[src/rtl/bmr_pkg.sv]
package bmr_pkg;
  localparam int unsigned WIN_BYTES = 8;
  localparam int unsigned LANE_CMD  = 0;
  localparam int unsigned LANE_STAT = 2;
  localparam int unsigned LANE_PTR0 = 4;
  localparam logic [7:0] CMD_KEEP   = 8'h09;
  localparam logic [7:0] STAT_COPY  = 8'h60;
  localparam logic [7:0] STAT_W1C   = 8'h06;
  localparam logic [7:0] STAT_ACT   = 8'h01;

  function automatic int unsigned size_bytes(input logic [1:0] sz);
    case (sz)
      2'd0:    return 1;
      2'd1:    return 2;
      default: return 4;
    endcase
  endfunction

  function automatic logic lane_hit(input logic [2:0] a, input logic [1:0] sz,
                                    input int unsigned lane);
    int unsigned lo;
    lo = int'(a);
    return (lane >= lo) && (lane < lo + size_bytes(sz));
  endfunction

  function automatic logic [7:0] status_merge(input logic [7:0] old_v,
                                              input logic [7:0] w);
    return (w & STAT_COPY) | (old_v & STAT_ACT) | (old_v & ~w & STAT_W1C);
  endfunction
endpackage

[src/rtl/bm_lane_decode.sv]
module bm_lane_decode #(
  parameter int unsigned NLANES = 8,
  parameter int unsigned DW     = 32
) (
  input  logic                 wr,
  input  logic [2:0]           addr,
  input  logic [1:0]           sz,
  input  logic [DW-1:0]        wdata,
  output logic [NLANES-1:0]    lane_we,
  output logic [NLANES-1:0][7:0] lane_wd
);
  import bmr_pkg::*;
  genvar g;
  generate
    for (g = 0; g < NLANES; g++) begin : g_lane
      logic [2:0] off;
      assign off        = 3'(g) - addr;
      assign lane_we[g] = wr && lane_hit(addr, sz, g);
      assign lane_wd[g] = wdata[{off[1:0], 3'b000} +: 8];
    end
  endgenerate
endmodule

[src/rtl/bm_cmd_ctl.sv]
module bm_cmd_ctl (
  input  logic       clk,
  input  logic       rst_n,
  input  logic       we,
  input  logic [7:0] wd,
  input  logic       active,
  output logic [7:0] cmd_q,
  output logic       start_rise,
  output logic       start_fall,
  output logic       xfer_start,
  output logic       xfer_cancel
);
  import bmr_pkg::*;
  assign start_rise = we && wd[0] && !cmd_q[0];
  assign start_fall = we && !wd[0] && cmd_q[0];

  always_ff @(posedge clk or negedge rst_n) begin
    if (!rst_n) begin
      cmd_q       <= '0;
      xfer_start  <= 1'b0;
      xfer_cancel <= 1'b0;
    end else begin
      if (we) cmd_q <= wd & CMD_KEEP;
      xfer_start  <= start_rise && !active;
      xfer_cancel <= start_fall;
    end
  end
endmodule

[src/rtl/bm_status.sv]
module bm_status (
  input  logic       clk,
  input  logic       rst_n,
  input  logic       we,
  input  logic [7:0] wd,
  input  logic       start_rise,
  input  logic       start_fall,
  input  logic       irq_rise,
  input  logic       walk_done,
  input  logic       walk_err,
  output logic [7:0] stat_q
);
  import bmr_pkg::*;
  logic [7:0] nxt;

  always_comb begin
    nxt = stat_q;
    if (we) nxt = status_merge(stat_q, wd);
    if (start_fall)                nxt[0] = 1'b0;
    else if (start_rise)           nxt[0] = 1'b1;
    else if (walk_done || walk_err) nxt[0] = 1'b0;
    if (walk_err) nxt[1] = 1'b1;
    if (irq_rise) nxt[2] = 1'b1;
  end

  always_ff @(posedge clk or negedge rst_n) begin
    if (!rst_n) stat_q <= '0;
    else        stat_q <= nxt;
  end
endmodule

[src/rtl/bm_ptr.sv]
module bm_ptr #(
  parameter int unsigned PTR_W = 32,
  localparam int unsigned PB   = PTR_W / 8
) (
  input  logic               clk,
  input  logic               rst_n,
  input  logic [PB-1:0]      lane_we,
  input  logic [PB-1:0][7:0] lane_wd,
  input  logic               start_rise,
  output logic [PTR_W-1:0]   base_q,
  output logic [PTR_W-1:0]   fetch_q
);
  genvar g;
  generate
    for (g = 0; g < PB; g++) begin : g_byte
      logic [7:0] keep;
      assign keep = (g == 0) ? 8'hFC : 8'hFF;
      always_ff @(posedge clk or negedge rst_n) begin
        if (!rst_n)          base_q[8*g +: 8] <= '0;
        else if (lane_we[g]) base_q[8*g +: 8] <= lane_wd[g] & keep;
      end
    end
  endgenerate

  always_ff @(posedge clk or negedge rst_n) begin
    if (!rst_n)          fetch_q <= '0;
    else if (start_rise) fetch_q <= base_q;
  end
endmodule

[src/rtl/bm_chan_regs.sv]
module bm_chan_regs #(
  parameter int unsigned PTR_W = 32,
  parameter int unsigned DW    = 32
) (
  input  logic             clk,
  input  logic             rst_n,
  input  logic             reg_wr,
  input  logic [2:0]       reg_addr,
  input  logic [1:0]       reg_size,
  input  logic [DW-1:0]    reg_wdata,
  output logic [DW-1:0]    reg_rdata,
  input  logic             drv_irq,
  input  logic             walk_done,
  input  logic             walk_err,
  output logic             xfer_start,
  output logic             xfer_cancel,
  output logic             xfer_to_mem,
  output logic [PTR_W-1:0] tbl_base,
  output logic [PTR_W-1:0] fetch_ptr,
  output logic [7:0]       status_o,
  output logic             irq_out
);
  import bmr_pkg::*;
  localparam int unsigned PB = PTR_W / 8;
  localparam int unsigned RB = DW / 8;

  logic [WIN_BYTES-1:0]      lane_we;
  logic [WIN_BYTES-1:0][7:0] lane_wd;
  logic [7:0] cmd_q;
  logic       start_rise, start_fall, irq_rise, irq_q;
  logic [WIN_BYTES-1:0][7:0] win;

  bm_lane_decode #(.NLANES(WIN_BYTES), .DW(DW)) u_dec (
    .wr(reg_wr), .addr(reg_addr), .sz(reg_size), .wdata(reg_wdata),
    .lane_we(lane_we), .lane_wd(lane_wd)
  );

  bm_cmd_ctl u_cmd (
    .clk(clk), .rst_n(rst_n), .we(lane_we[LANE_CMD]), .wd(lane_wd[LANE_CMD]),
    .active(status_o[0]), .cmd_q(cmd_q), .start_rise(start_rise),
    .start_fall(start_fall), .xfer_start(xfer_start), .xfer_cancel(xfer_cancel)
  );

  always_ff @(posedge clk or negedge rst_n) begin
    if (!rst_n) irq_q <= 1'b0;
    else        irq_q <= drv_irq;
  end
  assign irq_rise = drv_irq && !irq_q;
  assign irq_out  = drv_irq;

  bm_status u_stat (
    .clk(clk), .rst_n(rst_n), .we(lane_we[LANE_STAT]), .wd(lane_wd[LANE_STAT]),
    .start_rise(start_rise), .start_fall(start_fall), .irq_rise(irq_rise),
    .walk_done(walk_done), .walk_err(walk_err), .stat_q(status_o)
  );

  bm_ptr #(.PTR_W(PTR_W)) u_ptr (
    .clk(clk), .rst_n(rst_n),
    .lane_we(lane_we[LANE_PTR0 +: PB]), .lane_wd(lane_wd[LANE_PTR0 +: PB]),
    .start_rise(start_rise), .base_q(tbl_base), .fetch_q(fetch_ptr)
  );

  assign xfer_to_mem = cmd_q[3];

  always_comb begin
    win = '0;
    win[LANE_CMD]  = cmd_q;
    win[LANE_STAT] = status_o;
    for (int i = 0; i < PB; i++) win[LANE_PTR0 + i] = tbl_base[8*i +: 8];
  end

  always_comb begin
    reg_rdata = '0;
    for (int k = 0; k < RB; k++) begin
      if (k < size_bytes(reg_size) && (int'(reg_addr) + k) < WIN_BYTES)
        reg_rdata[8*k +: 8] = win[int'(reg_addr) + k];
    end
  end
endmodule

[config.mk]
export PLATFORM = sky130hd
export DESIGN_NAME = bm_chan_regs
export DESIGN_NICKNAME = d
export VERILOG_FILES = /design/src/rtl/bmr_pkg.sv /design/src/rtl/bm_lane_decode.sv /design/src/rtl/bm_cmd_ctl.sv /design/src/rtl/bm_status.sv /design/src/rtl/bm_ptr.sv /design/src/rtl/bm_chan_regs.sv
export SDC_FILE = /design/constraint.sdc
export NUM_CORES = 1
export LEC_CHECK = 0
export BUFFER_PORTS_ARGS = -buffer_cell sky130_fd_sc_hd__buf_2
export CAP_MARGIN = 5
export CORE_MARGIN = 4
export CORE_UTILIZATION = 45
export DETAILED_ROUTE_END_ITERATION = 10
export PLACE_DENSITY = 0.67
export SYNTH_ARGS = -nofsm -noshare
export SYNTH_HDL_FRONTEND = slang
export SYNTH_HIERARCHICAL = 1
export SYNTH_SLANG_ARGS = --single-unit
[constraint.sdc]
create_clock -name clk -period 3.87 [get_ports clk]
set_input_delay 0.1935 -clock clk [delete_from_list [all_inputs] [get_ports clk]]
set_output_delay 0.1935 -clock clk [all_outputs]
set_load 0.01 [all_outputs]
Yosys cells after proc, flatten, opt, wreduce, memory -nomap -nowiden
Cells that the tools add are included.
{ "totals": {"reg_bits": 73, "input_bits": 43, "out_inout_bits": 108, "wordCells": 112} }
{ "op_classes": {"addsub": 13, "order_cmp": 23, "eq_ne": 1, "shifts": 6, "mux": 22, "bitwise": 4, "n_reduce_logical": 30} }
{ "ops": {"columns": ["op", "n"], "rows": [
  ["3-bit by 32-bit less-than comparator with 1-bit output (first input constant)", 4],
  ["32-bit by 6-bit variable part select with 8-bit output", 4],
  ["8-bit binary-select mux with 3-bit select", 4],
  ["1-bit by 32-bit less-than comparator with 1-bit output (first input constant)", 3],
  ["2-bit by 32-bit less-than comparator with 1-bit output (first input constant)", 3],
  ["8-bit two-way mux", 11],
  ["32-bit by 6-bit variable part select with 4-bit output", 1],
  ["32-bit by 6-bit variable part select with 7-bit output", 1],
  ["4-bit less-than comparator (second input constant)", 6],
  ["1-bit logical AND", 21],
  ["3-bit by 2-bit adder with 4-bit output (second input constant)", 4],
  ["3-bit >= comparator (first input constant)", 3],
  ["3-bit by 1-bit adder with 4-bit output (second input constant)", 2],
  ["3-bit by 4-bit less-than comparator with 1-bit output (second input constant)", 2],
  ["7-bit by 1-bit OR with 7-bit output", 1],
  ["7-bit by 3-bit OR with 7-bit output", 1],
  ["3-bit case mux with 2 select lines", 1],
  ["1-bit by 2-bit subtractor with 2-bit output (first input constant)", 3],
  ["2-bit subtractor (first input constant)", 3],
  ["1-bit two-way mux", 5],
  ["3-bit by 3-bit adder with 4-bit output", 1],
  ["1-bit logical NOT", 4],
  ["2-bit nonzero test", 2],
  ["4-bit nonzero test", 1],
  ["8 further kinds", 8]
]} }

Depth between registers and ports, before layout
Gate-level depths: netlist of the first run.
{ "logic_depth": {"depth_word": 10, "ltp_mapped": 11, "mapped_depth_nobuf": 10} }

Hierarchy
The synthesis of the first run kept the hierarchy.
{ "by_module_without_submodules": {"columns": ["module", "n_inst", "cells_per_inst", "area_per_inst_um2", "seq_area_each_um2"], "rows": [
  ["bm_ptr", 1, 132, 2377.3, 1501.4],
  ["bm_chan_regs", 1, 174, 1746.7, 25.0],
  ["bm_lane_decode", 1, 112, 1340.0, 0.0],
  ["bm_status", 1, 18, 215.2, 125.1],
  ["bm_cmd_ctl", 1, 16, 203.9, 100.1]
]} }

Least setup slack after synthesis of the first run
No wires, ideal clock.
{ "synth_timing": {"path_type": "input to register", "start": "input reg_addr[0]", "end": "register u_ptr.fetch_q[10]", "setup_time_ps": 125, "arrival_time_ps": 2236, "required_time_ps": 3745, "setup_slack_ps": 1509, "path_stages": 10, "path_buffers": 5, "path_cell_list": "buf_6 -> clkbuf_8 -> inv_1 -> ha_1 -> buf_2 -> buf_2 -> mux4_2 -> and3b_2 -> buf_6 -> mux2_4"} }
{ "synth_rtl": {"columns": ["element", "line", "source"], "rows": [
  ["from (decl)", "bm_chan_regs.sv:8", "input logic [2:0] reg_addr,"],
  ["to (signal assigned)", "bm_ptr.sv:27", "else if (start_rise) fetch_q <= base_q;"],
  ["to (decl)", "bm_ptr.sv:11", "output logic [PTR_W-1:0] fetch_q"]
]} }

Worst setup path in the final report of the first run
{ "layout_timing": {"start": "input reg_addr[0]", "end": "output reg_rdata[10]"} }
{ "layout_via": {"elab_chain_cells": 5, "word_cells_on_any_way": 8, "cone_classes": "add/sub: 2; order compare: 1; mux: 4; reduce/logical: 1"} }
{ "layout_lines": {"columns": ["element", "line", "source"], "rows": [
  ["3-bit by 1-bit adder with 4-bit output", "bm_chan_regs.sv:75, bm_chan_regs.sv:76", null],
  ["8-bit binary-select mux with 3-bit select", "bm_chan_regs.sv:76", "reg_rdata[8*k +: 8] = win[int'(reg_addr) + k];"],
  ["8-bit two-way mux (implied by the code) (2 in a row)", "bm_chan_regs.sv:76", null],
  ["8-bit two-way mux (*)", "bm_chan_regs.sv:75", "if (k < size_bytes(reg_size) && (int'(reg_addr) + k) < WIN_BYTES)"],
  ["to (decl)", "bm_chan_regs.sv:11", "output logic [DW-1:0] reg_rdata,"]
]} }
Mark *: on every way between the ends. The rest lies on a longest branch, timed or not. The select of a mux whose other input is x is not followed.

==> results of run 1 <==
## registers in the layout, summed over array words and instances (netlist names)
register / cells
u_cmd/xfer_start: 1
irq_q: 1
u_cmd/cmd_q: 2
u_ptr/base_q: 30
u_cmd/xfer_cancel: 1
u_ptr/fetch_q: 30
u_stat/stat_q: 5
## metal layers
layer / share of wire [%] / global-route usage (%) / vias to the layer above / routed length, um
met5: 0 / 0 / - / 0
met2: 47 / 33.3 / 263 / 7420
met3: 8.8 / 3.85 / 14 / 1400
li1: - / - / 1835 / -
met4: 1.0 / 3.08 / 0 / 165
met1: 43 / 31.6 / 2152 / 6880
## worst paths after layout
kind / startpoint / end / slack, ns / cells past startpoint
max: reg_addr[0] / reg_rdata[10] / 0.91 / 8
min: rst_n / u_ptr/fetch_q[2]$_DFFE_PN0P_ / -0.02 / 1
max reg2reg: u_cmd/cmd_q[0]$_DFFE_PN0P_ / u_ptr/fetch_q[16]$_DFFE_PN0P_ / 2.17 / 3
min reg2reg: u_ptr/fetch_q[17]$_DFFE_PN0P_ / u_ptr/fetch_q[17]$_DFFE_PN0P_ / 0.51 / 1
max in group asynchronous: rst_n / u_ptr/fetch_q[24]$_DFFE_PN0P_ / 3.29 / 1
min in group clk: drv_irq / irq_q$_DFF_PN0_ / 0.04 / 1
## stage by stage
stage                     cell area, um2  total power, uW
after detailed placement            6280             2950
after global routing                6590             3980
after CTS                           6590             3800
after floorplan                     5870             2340
final                               6590             3780
after global placement              6280             2910
## power breakdown
group / total (uW) / internal [uW] / switching (uW)
sequential: 1390 / 1010 / 387
combinational: 1550 / 877 / 677
clock: 835 / 534 / 301
total: 3780 / 2420 / 1370
## layout by cell type, fill, tap and decap left out, drive strengths merged, types with 2 or more instances in the layout
cell type	n
xor2	2
a21o	3
and3b	2
o21ai	10
or2	2
conb	13
a21oi	4
buf	155
dfrtp	70
clkinv	4
o22ai	24
nor2	4
inv	32
mux2i	31
a211oi	3
nand3	3
nand2b	3
nand4b	2
mux4	62
mux2	67
clkbuf	11
ha	10
nand2	15
nor2b	4
## layout make-up
class | count | area share, %
tap | 172 | 3.27
multi-input combinational | 278 | 51.3
inverter | 32 | 1.82
clock inverter | 5 | 0.874
sequential | 70 | 26.6
clock buffer | 11 | 3.84
timing repair buffer | 155 | 12.3
## critical path: cells and delay by family
| family | cells | cell delay [ns] |
|---|---|---|
| compound gates | 1 | 0.10 |
| fa+ha+maj | 1 | 0.86 |
| buf+inv | 5 | 1.01 |
| mux | 1 | 0.59 |
==> metrics.yaml, run 1 <==
post-route-util_pct: 52.0
min-delay-path-class: "in2async"
postSynthAreaPerCell_um2: 13.0
maxClockFrequency_ghz: 0.338
timing.setup.tns_ns: 0
antennaDiodeCount: 0
period_share_pct: 76.4
worstPathMaxFanout: 39
cts_tree: "yes"
drt_wl_total_um: 15900
vdd.ir_drop.worst_uv: 403
tightestPinTransition_ns: 0.892
max_cap_viol_count: 0
place_congestion: 0.818
synthesis.instances: 447
cp-end-kind: "output port"
failed_checks: "negative hold slack"
detailed_place_hpwl_um: 11900
route.antenna.remaining_nets: 0
fillerInstances: 1129
clock-skew-final_ns: 0.00554
setup.worst_path.start_class: "input port"
layout.nets: 600
grt_pass1_vias: 4178
layout-drive-gt1-share_pct: 55.2
cts.htree.levels: 3
yosysWarnings: 6
core-area_mm2: 0.0127
worst-endpoint-required_ns: 3.68
vias: 4264
cts_hold_buffers: 0
cts-resized-gates: 0
total_leakage_power_uw: 0.00310
route.detailed.wl_per_inst_um: 21.9
firstDrtPassIters: 6
criticalPathCategory: "in2out"
synth.cell_area_mm2: 0.00583
route.detailed.vias_per_inst: 5.90
number_of_buffers_created_by_cts: 9
timing_hold_violations_final: 9
cts-root-to-sink-buffers: 2
grt_start_max_net_pins: 71
floorplan.rows: 41
hold_ws_ns: -0.0217
areaGrowthSynthToFinish_pct: 13.0
place_ws_ns: 0.848
clk_transition_reported_paths_ns: 0.06
cellPowerDensity_mw_per_mm2: 574
drt_drc_violations_left: 0
setup_violators_final: 0
slew_violations: 0
initial_antenna_violation_count: 0
worst_slew_margin_rel_pct: 40.5
grt_pass1_wl_um: 24200
die_width_um: 122
clock_insertion_delay_worst_skew_ns: 0.32
layout.area.seq_mm2: 0.00175
grtUsageTotal_pct: 21.2
setup_ws_ns: 0.914
drt_iter0_drc: 360
place.port_buffers: 143
unrepaired_setup_endpoints_after_global_routing: "false"
clock_sink_count: 70
critical_path.cell_chain: "buf_4, buf_4, inv_1, ha_1, mux4_2, inv_1, o22ai_1, buf_2"
num_io_pins: 151
multiInputGateArea_mm2: 0.00338
timing.critical_path.arrival_ns: 2.76
clock-root-buffer: "clkbuf_16"
initial_utilization_pct: 46.0
critical-path-max-stage-delay_ns: 0.86
layout_min_cycle_time_ns: 2.96
fp.dieH_um: 122
cpMaxStageDelayCell: "ha_1"
design.die.area_mm2: 0.0148
finalNonFillerCells: 723
dpl.cell_count: 707
status: "finished, violations left"
grt_overflow_total: 0
post_cts_buffers: 0
(Power assumes the default switching activity.)
==> run 2, diff against run 1 <==
==> constraint.sdc (replaced) <==
create_clock -name clk -period 3 [get_ports clk]
set_input_delay 0.15 -clock clk [delete_from_list [all_inputs] [get_ports clk]]
set_output_delay 0.15 -clock clk [all_outputs]
set_load 0.01 [all_outputs]
==> run 2 against run 1 <==
Net effect:
- sequential power up 29%
- highest routed layer unchanged
- largest cell class unchanged
- clock skew up 0.00078 ns
- global-route usage up 0.57 points
- the flow now finishes without violations
- critical endpoint is now u_ptr/fetch_q[24]$_DFFE_PN0P_
- worst hold slack better by 0.069 ns
==> metrics.yaml, run 2 (synthesized netlist as in run 1, its figures left out) <==
dpl.cell_count: 707  # unchanged
layout_min_cycle_time_ns: 2.38
most_common_cell_after_layout_fill_and_taps_aside: "buf_2"  # unchanged
tightestPinTransition_ns: 0.906  # was 0.892 ns
grt_start_max_net_pins: 71  # unchanged
floorplan.rows: 41  # unchanged
place.port_buffers: 143  # unchanged
drt_iter0_drc: 308  # was 360
num_io_pins: 151  # unchanged
multiInputGateArea_mm2: 0.00338  # unchanged
slew_violations: 0  # unchanged
clock-skew-final_ns: 0.00633  # was 0.00554 ns
period_share_pct: 79.2
grt_overflow_total: 0  # unchanged
vias: 4348  # was 4,264
hold-path-cell-count: 2
route.detailed.wl_per_inst_um: 22.4  # was 21.9 um
design.die.area_mm2: 0.0148  # unchanged
route.detailed.vias_per_inst: 6.00  # was 5.90
cts_tree: "yes"  # unchanged
worst-endpoint-required_ns: 3.22  # was 3.68 ns
worst_slew_margin_rel_pct: 39.6  # was 40.5%
cts-root-to-sink-buffers: 2  # unchanged
areaGrowthSynthToFinish_pct: 14.0  # was 13.0%
cts-resized-gates: 0  # unchanged
initial_utilization_pct: 46.0  # unchanged
drt_drc_violations_left: 0  # unchanged
die_width_um: 122  # unchanged
cellPowerDensity_mw_per_mm2: 751  # was 574 mW/mm2
core-area_mm2: 0.0127  # unchanged
setup.reg_to_reg.worst_slack_ns: 1.34  # was 2.17 ns
timing.setup.tns_ns: 0  # unchanged
maxClockFrequency_ghz: 0.421
setup_violators_final: 0  # unchanged
place_congestion: 0.812  # was 0.818
clock_insertion_delay_worst_skew_ns: 0.34  # was 0.32 ns
fillerInstances: 1102  # was 1,129
total_leakage_power_uw: 0.00312  # was 0.00310 uW
drt_wl_total_um: 16200  # was 15,900 um
vdd.ir_drop.worst_uv: 476  # was 403 uV
initial_antenna_violation_count: 0  # unchanged
timing.critical_path.arrival_ns: 2.60  # was 2.76 ns
cts.htree.levels: 3  # unchanged
clock_sink_count: 70  # unchanged
max_cap_viol_count: 0  # unchanged
reg2regPathDepth: 3  # unchanged
grt_pass1_vias: 4195  # was 4,178
layout.nets: 602  # was 600
top_library_cells_by_usage_in_the_layout_fill_and_taps_aside: "141 x buf_2, 70 x dfrtp_1, 56 x mux4_2"  # unchanged
worstPathMaxFanout: 24  # was 39
number_of_buffers_created_by_cts: 9  # unchanged
detailed_place_hpwl_um: 12100  # was 11,900 um
fp.dieH_um: 122  # unchanged
min-delay-path-class: "in2reg"  # was in2async
grt_pass1_wl_um: 24400  # was 24,200 um
antennaDiodeCount: 0  # unchanged
route.antenna.remaining_nets: 0  # unchanged
unrepaired_setup_endpoints_after_global_routing: "false"  # unchanged
cp-end-kind: "register"  # was output port
largestRegisters: "u_ptr/base_q (30), u_ptr/fetch_q (30), u_stat/stat_q (5)"  # unchanged
firstDrtPassIters: 5  # was 6
clk_transition_reported_paths_ns: 0.06  # about the same
criticalPathCategory: "in2reg"  # was in2out
layout-drive-gt1-share_pct: 55.0  # was 55.2%
status: "finished clean"  # was finished, violations left
layout.area.seq_mm2: 0.00175  # unchanged
timing_hold_violations_final: 0  # was 9
finalNonFillerCells: 725  # was 723
power_uw: 4990  # was 3780 uW
grtUsageTotal_pct: 21.8  # was 21.2%
setup.worst_path.start_class: "input port"  # unchanged
clock-root-buffer: "clkbuf_16"  # unchanged
==> run 2: changes by cell type in the layout (fill, tap and decap cells not counted) <==
cell           delta
clkbuf_8          -2
clkinv_2          -2
bufinv_16         +1
dlygate4sd3_1     +2
inv_6             +3
buf_12            +2
clkinvlp_4        +1
buf_4             -2
clkinv_4          -1
==> run 2: power by group <==
group,leakage (uW),total [uW],internal (uW),switching [uW]
registers,0.000844,1800,1300,502
logic,0.00212,2010,1140,872
clock network,0.000157,1190,738,447
==> run 2: worst max-delay path: stages <==
cell and delay [ns]:
buf_2 0.12, nor2_1 0.11, ha_1 0.21, inv_1 0.07
fa_1 0.42, a32o_1 0.30, a21oi_1 0.18, and3b_2 0.43
buf_12 0.26, mux2_4 0.32
==> run 2: metrics by stage <==
stage / setup slack [ns] / util (%) / hold slack (ns) / cell area [um2]
2_1_floorplan: 0.720 / - / -0.146 / 5870
3_3_place_gp: 0.385 / 49.7 / 0.307 / 6300
3_5_place_dp: 0.291 / 49.7 / 0.313 / 6300
4_1_cts: 0.649 / 52.5 / 0.0388 / 6650
5_1_grt: 0.502 / 52.5 / 0.0578 / 6650
6_report: 0.623 / 52.5 / 0.0473 / 6650
==> run 2: layout make-up <==
| class | count | area share [%] |
|---|---|---|
| Clock buffer | 9 | 3.39 |
| Multi-Input combinational cell | 278 | 50.8 |
| Inverter | 32 | 1.81 |
| Timing Repair Buffer | 157 | 12.9 |
| Tap cell | 172 | 3.24 |
| Sequential cell | 70 | 26.3 |
| Clock inverter | 7 | 1.54 |
==> run 2: final timing paths <==
check	from	end
min in group asynchronous	rst_n	u_ptr/fetch_q[15]$_DFFE_PN0P_
min reg2reg	u_ptr/fetch_q[13]$_DFFE_PN0P_	u_ptr/fetch_q[13]$_DFFE_PN0P_
max	reg_size[1]	u_ptr/fetch_q[24]$_DFFE_PN0P_
min	walk_err	u_stat/stat_q[1]$_DFFE_PN0P_
max in group asynchronous	rst_n	u_cmd/xfer_start$_DFF_PN0_
max reg2reg	u_cmd/cmd_q[0]$_DFFE_PN0P_	u_ptr/fetch_q[24]$_DFFE_PN0P_
==> run 2: metal layers <==
layer  part of all wire [%]  wire (um)  vias up  global-route usage [%]
met1                     44       7090     2209                    32.5
met4                    2.3        369        0                    7.28
met2                     45       7290      268                    31.6
met3                    9.2       1500       28                    4.74
li1                       -          -     1843                       -
met5                      0          0        -                       0
==> run 2: timing repair <==
item | CTS | global route
hold buffers | 2 | 0
endpoints found under the hold margin | 71 | 0
setup buffers | 0 | 0
